`config.mk`:
```
export PLATFORM = sky130hd
export DESIGN_NAME = swd_host_engine
export DESIGN_NICKNAME = d
export VERILOG_FILES = /design/src/rtl/swd_host_pkg.sv /design/src/rtl/swd_clk_div.sv /design/src/rtl/swd_phase_seq.sv /design/src/rtl/swd_rx_capture.sv /design/src/rtl/swd_host_engine.sv
export SDC_FILE = /design/constraint.sdc
export NUM_CORES = 1
export LEC_CHECK = 0
export BUFFER_PORTS_ARGS = -buffer_cell sky130_fd_sc_hd__buf_4
export CORE_ASPECT_RATIO = 0.5
export CORE_MARGIN = 2
export CORE_UTILIZATION = 43
export CTS_BUF_LIST = sky130_fd_sc_hd__clkbuf_2
export CTS_CLUSTER_DIAMETER = 200
export DETAILED_ROUTE_END_ITERATION = 16
export PLACE_DENSITY = 0.66
export SETUP_SLACK_MARGIN = 0.2
export SYNTH_ARGS = -nofsm -noshare
export SYNTH_HDL_FRONTEND = slang
export SYNTH_SLANG_ARGS = --single-unit
```
`constraint.sdc`:
```
create_clock -name clk -period 5.2 [get_ports clk]
set_clock_uncertainty 0.2 [all_clocks]
set_input_delay 0.52 -clock clk [delete_from_list [all_inputs] [get_ports clk]]
set_output_delay 0.52 -clock clk [all_outputs]
set_load 0.005 [all_outputs]
```
`src/rtl/swd_host_pkg.sv`:
```
package swd_host_pkg;

  typedef enum logic [3:0] {
    PH_IDLE, PH_REQ, PH_TRN_A, PH_ACK, PH_TRN_W,
    PH_WDATA, PH_RDATA, PH_TRN_R, PH_TAIL, PH_TRN_F
  } phase_e;

  localparam int          WORD_BITS = 32;
  localparam int          CNT_W     = 6;
  localparam logic [2:0]  ACK_OK    = 3'b001;

  // Header in line order, bit 0 first on the wire.
  function automatic logic [7:0] build_request(input logic ap, input logic rnw,
                                               input logic [1:0] addr);
    logic par;
    par = ap ^ rnw ^ addr[0] ^ addr[1];
    return {1'b1, 1'b0, par, addr[1], addr[0], rnw, ap, 1'b1};
  endfunction

  function automatic logic word_parity(input logic [WORD_BITS-1:0] w);
    return ^w;
  endfunction

  function automatic logic [CNT_W-1:0] phase_len(input phase_e p);
    case (p)
      PH_REQ:            return CNT_W'(8);
      PH_ACK:            return CNT_W'(3);
      PH_WDATA, PH_RDATA: return CNT_W'(WORD_BITS + 1);
      PH_TAIL:           return CNT_W'(8);
      default:           return CNT_W'(1);
    endcase
  endfunction

  function automatic phase_e phase_after(input phase_e p, input logic rnw,
                                         input logic ack_ok);
    case (p)
      PH_REQ:   return PH_TRN_A;
      PH_TRN_A: return PH_ACK;
      PH_ACK:   return !ack_ok ? PH_TRN_F : (rnw ? PH_RDATA : PH_TRN_W);
      PH_TRN_W: return PH_WDATA;
      PH_WDATA: return PH_TAIL;
      PH_RDATA: return PH_TRN_R;
      PH_TRN_R: return PH_TAIL;
      default:  return PH_IDLE;
    endcase
  endfunction

endpackage

```
`src/rtl/swd_clk_div.sv`:
```
module swd_clk_div #(
  parameter int DIV_W = 8
) (
  input  logic             clk,
  input  logic             rst_n,
  input  logic             run,
  input  logic [DIV_W-1:0] div,
  output logic             swclk,
  output logic             rise_tick,
  output logic             fall_tick
);
  logic [DIV_W-1:0] cnt;
  logic             wrap;

  assign wrap      = run && (cnt == div);
  assign rise_tick = wrap && !swclk;
  assign fall_tick = wrap && swclk;

  always_ff @(posedge clk or negedge rst_n) begin
    if (!rst_n) begin
      cnt   <= '0;
      swclk <= 1'b0;
    end else if (!run) begin
      cnt   <= '0;
      swclk <= 1'b0;
    end else if (wrap) begin
      cnt   <= '0;
      swclk <= ~swclk;
    end else begin
      cnt <= cnt + 1'b1;
    end
  end
endmodule

```
`src/rtl/swd_phase_seq.sv`:
```
module swd_phase_seq
  import swd_host_pkg::*;
(
  input  logic             clk,
  input  logic             rst_n,
  input  logic             start,
  input  logic             rnw,
  input  logic             ack_ok,
  input  logic             fall_tick,
  output phase_e           phase,
  output logic [CNT_W-1:0] bitcnt,
  output logic             done
);
  phase_e nxt;
  logic   last_bit;

  assign last_bit = (bitcnt == phase_len(phase) - CNT_W'(1));
  assign nxt      = phase_after(phase, rnw, ack_ok);

  always_ff @(posedge clk or negedge rst_n) begin
    if (!rst_n) begin
      phase  <= PH_IDLE;
      bitcnt <= '0;
      done   <= 1'b0;
    end else begin
      done <= 1'b0;
      if (phase == PH_IDLE) begin
        if (start) begin
          phase  <= PH_REQ;
          bitcnt <= '0;
        end
      end else if (fall_tick) begin
        if (last_bit) begin
          bitcnt <= '0;
          phase  <= nxt;
          done   <= (nxt == PH_IDLE);
        end else begin
          bitcnt <= bitcnt + 1'b1;
        end
      end
    end
  end
endmodule

```
`src/rtl/swd_rx_capture.sv`:
```
module swd_rx_capture
  import swd_host_pkg::*;
(
  input  logic                 clk,
  input  logic                 rst_n,
  input  logic                 clear,
  input  logic                 sample,
  input  phase_e               phase,
  input  logic [CNT_W-1:0]     bitcnt,
  input  logic                 din,
  output logic [2:0]           ack,
  output logic [WORD_BITS-1:0] rdata,
  output logic                 par_err
);
  logic [WORD_BITS:0] rsh;

  assign rdata = rsh[WORD_BITS-1:0];

  always_ff @(posedge clk or negedge rst_n) begin
    if (!rst_n) begin
      ack     <= '0;
      rsh     <= '0;
      par_err <= 1'b0;
    end else if (clear) begin
      ack     <= '0;
      rsh     <= '0;
      par_err <= 1'b0;
    end else if (sample) begin
      if (phase == PH_ACK)
        ack <= {din, ack[2:1]};
      if (phase == PH_RDATA) begin
        rsh <= {din, rsh[WORD_BITS:1]};
        if (bitcnt == CNT_W'(WORD_BITS))
          par_err <= word_parity(rsh[WORD_BITS:1]) ^ din;
      end
    end
  end
endmodule

```
`src/rtl/swd_host_engine.sv`:
```
module swd_host_engine
  import swd_host_pkg::*;
#(
  parameter int DIV_W = 8
) (
  input  logic             clk,
  input  logic             rst_n,
  input  logic [DIV_W-1:0] clk_div,
  input  logic             cmd_start,
  input  logic             cmd_ap,
  input  logic             cmd_rnw,
  input  logic [1:0]       cmd_addr,
  input  logic [31:0]      cmd_wdata,
  output logic             busy,
  output logic             done,
  output logic [2:0]       ack,
  output logic [31:0]      rdata,
  output logic             parity_err,
  output logic             swclk,
  input  logic             swdio_in,
  output logic             swdio_out,
  output logic             swdio_oe
);
  phase_e           phase;
  logic [CNT_W-1:0] bitcnt;
  logic             accept;
  logic             rise_tick;
  logic             fall_tick;
  logic             ack_ok;
  logic             l_ap, l_rnw;
  logic [1:0]       l_addr;
  logic [31:0]      l_wdata;
  logic [7:0]       req_vec;
  logic [32:0]      wr_vec;

  assign busy    = (phase != PH_IDLE);
  assign accept  = cmd_start && !busy;
  assign ack_ok  = (ack == ACK_OK);
  assign req_vec = build_request(l_ap, l_rnw, l_addr);
  assign wr_vec  = {word_parity(l_wdata), l_wdata};

  always_ff @(posedge clk or negedge rst_n) begin
    if (!rst_n) begin
      l_ap    <= 1'b0;
      l_rnw   <= 1'b0;
      l_addr  <= '0;
      l_wdata <= '0;
    end else if (accept) begin
      l_ap    <= cmd_ap;
      l_rnw   <= cmd_rnw;
      l_addr  <= cmd_addr;
      l_wdata <= cmd_wdata;
    end
  end

  swd_clk_div #(.DIV_W(DIV_W)) u_div (
    .clk(clk), .rst_n(rst_n), .run(busy), .div(clk_div),
    .swclk(swclk), .rise_tick(rise_tick), .fall_tick(fall_tick)
  );

  swd_phase_seq u_seq (
    .clk(clk), .rst_n(rst_n), .start(accept), .rnw(l_rnw), .ack_ok(ack_ok),
    .fall_tick(fall_tick), .phase(phase), .bitcnt(bitcnt), .done(done)
  );

  swd_rx_capture u_rx (
    .clk(clk), .rst_n(rst_n), .clear(accept), .sample(rise_tick),
    .phase(phase), .bitcnt(bitcnt), .din(swdio_in),
    .ack(ack), .rdata(rdata), .par_err(parity_err)
  );

  // Line ownership and value per phase.
  always_comb begin
    swdio_oe  = 1'b0;
    swdio_out = 1'b0;
    case (phase)
      PH_IDLE, PH_TAIL: swdio_oe = 1'b1;
      PH_REQ: begin
        swdio_oe  = 1'b1;
        swdio_out = req_vec[bitcnt[2:0]];
      end
      PH_WDATA: begin
        swdio_oe  = 1'b1;
        swdio_out = wr_vec[bitcnt];
      end
      default: begin
        swdio_oe  = 1'b0;
        swdio_out = 1'b0;
      end
    endcase
  end
endmodule

```
==> results.md <==
- WP data arrival: 3100 ps
- Clock tree buffer depth: 2
- N_diodes: 0
- Post-route clock period utilization: 73.55%
- Crit. End Element: output port
- Compound-cell area share of the yosys netlist: 6.725%
- Post-Synth Adder-Cell Area: 0.9472%
- Avg Vias per Cell: 4.929
- Syn. warnings: 0
- RSZ-0062 raised after global routing: false
- Post-synthesis xor/xnor area fraction: 13.95%
- Worst hold stages: 6
- Primary FF master, synth: dfrtp_1
- Asr flop ratio synth: 100.0%
- Sequential Area: 0.002327 mm²
- Synth Area in Simple Gates: 21.60%
- Number of I/O pins: 89
- Share of layout cells above drive strength 1: 18.67%
- Pwr/cell area: 310.4 mW/mm²
- Sink Count: 93
- Clk pin slew, worst setup/hold paths: 240 ps
- DRT Pass-1 Iters: 4
- Vias in the first global route: 3,946
- Final WL: 11,530 µm
- Setup violations, final: 0
- F_max: 0.2615 GHz
- Cell count after synthesis: 584
- Worst-Margin Slew: 1049 ps
- Netlist Area Pre-Place: 0.005284 mm²
- Gpl congestion: 0.7865
- Core ar.: 0.01191 mm²
- Antenna Nets Post-Route: 0
- Die area: 0.01324 mm²
- Startpoint types: flop
- CTS tree: built
- Leakage: 0.002903 µW
- Path depth of the worst reg2reg path: 4
- Worst slew margin: 29.87%
- Largest net degree at the start of global routing: 62
- MaxCap Viol Count: 0
- Syn Nets: 636
- Req. time, crit path: 4480 ps
- Total GRT Usage: 18.18%
- Overall Power: 1957 µW
- Post-synthesis mux area share: 5.210%
- Post-synth EDFFs: 0
- Critical-path maximum fanout: 18
- Area occupied by multi-input gates: 0.002569 mm²
- Starting density of the core: 44.36%
- Clk_lat worst skew: 570 ps
- Die X: 160.8 µm
- # DRC: 0
- WS Path Type: flop to output port
- #FFs+latches synth: 93
- Grt ovf: 0
- Clock root cell: clkbuf_2
- First-pass GRT wire length: 19,040 µm
- Min Tclk post-route: 3825 ps
- PostCTS Resize Cnt: 0
- Initial antenna violation count: 0
- HPWL after DPL: 7753 µm
- Nets: 712
- Setup TNS Final: 0 ps
- Area grow syn2layout: 19.32%
- Final-report hold violation count: 0
- Main combinational cell family by area after synthesis: simple AND/OR/NAND/NOR gates
- Sequential area share after synthesis: 44.04%
- Netlist cell types: 49
- DP Area: 0.005816 mm²
- TritonCTS Buffers: 9
- Vias: 4,086
- Syn_area_per_cell: 9.048 µm²
- Die extent in y: 82.39 µm
- Wire length per cell: 13.91 µm
- Worst Hold Class: input port to flop
- Rows: 28
- Slew Limit Fails: 0
- Status: complete, no violations
- # H-tree levels: 3
- Count of input and output buffers: 88
- VDD IR max: 0.1509 mV
- DR iter-0 viols: 205
- Non-Filler Cell Area, Final: 0.006305 mm²
- Layout fillers: 1,130
==> flip-flops by register name, indices dropped and copies added, names as in the netlist <==
register	flops
l_ap	1
u_seq.bitcnt	6
l_rnw	1
u_div.cnt	8
u_rx.rsh	33
l_wdata	32
u_rx.ack	3
u_seq.done	1
u_rx.par_err	1
u_div.swclk	1
l_addr	2
u_seq.phase	4
==> cell usage after synthesis, drive strengths merged, types with 6 or more instances <==
master | count | area (µm²)
nand2 | 191 | 716.9
dfrtp | 93 | 2327
xnor2 | 65 | 569.3
buf | 43 | 292.8
a21oi | 40 | 200.2
clkbuf | 22 | 82.58
nand3 | 14 | 70.07
xor2 | 14 | 122.6
mux4 | 10 | 225.2
nor2 | 9 | 33.78
inv | 6 | 22.52
nor3 | 6 | 30.03
nor4 | 6 | 50.04
==> routing by layer <==
| layer | global-route usage (%) | wire length [µm] |
|---|---|---|
| met5 | 0 | 0 |
| met4 | 4.554 | 81 |
| met3 | 3.996 | 460 |
| met2 | 30.60 | 5381 |
| met1 | 24.45 | 5608 |
==> cell type report <==
type	instances	area share (%)
multi-input combinational	420	40.74
inverter	6	0.3572
timing repair buffer	130	16.99
tap	165	3.274
clock buffer	9	0.7144
sequential	93	36.91
clock inverter	6	1.012
==> critical path, cell delays in order, from the launching register on <==
cell and delay, ps:
dfrtp_1 940, mux4_2 620, mux4_2 470, mux2i_1 140, or4_1 120, o211ai_1 90, buf_4 150
==> where the power goes <==
part | leakage [µW] | internal (µW) | switching [µW]
combinational | 0.00161 | 373 | 286
clock | 0.0000642 | 108 | 250
sequential | 0.00123 | 823 | 116
==> layout by cell type, fill, tap and decap left out, types with 3 or more instances in the layout <==
master,count
nand2_1,191
dfrtp_1,93
buf_4,92
xnor2_1,65
a21oi_1,40
dlygate4sd3_1,38
nand3_1,14
xor2_1,14
mux4_2,10
nor2_1,9
clkbuf_2,9
nor3_1,6
inv_1,5
mux2i_1,5
or4_1,5
nor4_1,4
nor2b_1,4
o21ai_0,4
a31oi_1,4
ha_1,4
nand4_1,3
and3_1,3
nand2b_1,3
==> cells by family (layout without fill, tap and decap cells) <==
kind of cell    Yosys count  after routing
xor+xnor                 81             81
simple gates            258            258
fa+ha+maj                 4              4
buf+inv                  71            151
mux                      15             15
flops                    93             93
compound gates           62             62
==> path summary, 6_finish.rpt <==
| path | startpoint | to | slack, ps |
|---|---|---|---|
| max in group asynchronous | rst_n | u_seq.phase[2]$_DFFE_PN0P_ | 3520 |
| min in group asynchronous | rst_n | l_wdata[30]$_DFFE_PN0P_ | 350 |
| worst max-delay path | u_seq.bitcnt[0]$_DFFE_PN0P_ | swdio_out | 1380 |
| worst max register to register | u_seq.phase[0]$_DFFE_PN0P_ | u_rx.rsh[23]$_DFFE_PN0P_ | 2190 |
| worst min-delay path | clk_div[3] | u_rx.ack[1]$_DFFE_PN0P_ | 280 |
| worst min register to register | l_addr[1]$_DFFE_PN0P_ | l_addr[1]$_DFFE_PN0P_ | 350 |
==> through the flow <==
step / setup WS, ps / instances / util [%] / hold slack [ps]
3_3_place_gp: 2031 / 776 / 48.82 / 299.9
4_1_cts: 1283 / 829 / 52.93 / 225.9
2_1_floorplan: 2433 / 584 / - / 24.41
6_report: 1375 / 829 / 52.93 / 282.5
5_1_grt: 1125 / 829 / 52.93 / 252.0
3_5_place_dp: 1971 / 776 / 48.82 / 308.3
==> repair_timing <==
action	4_1_cts	5_1_grt
hold endpoints to repair	98	0
hold buffers	38	0
setup buffers	0	0
Note: power is estimated with default switching activity, not from simulation.
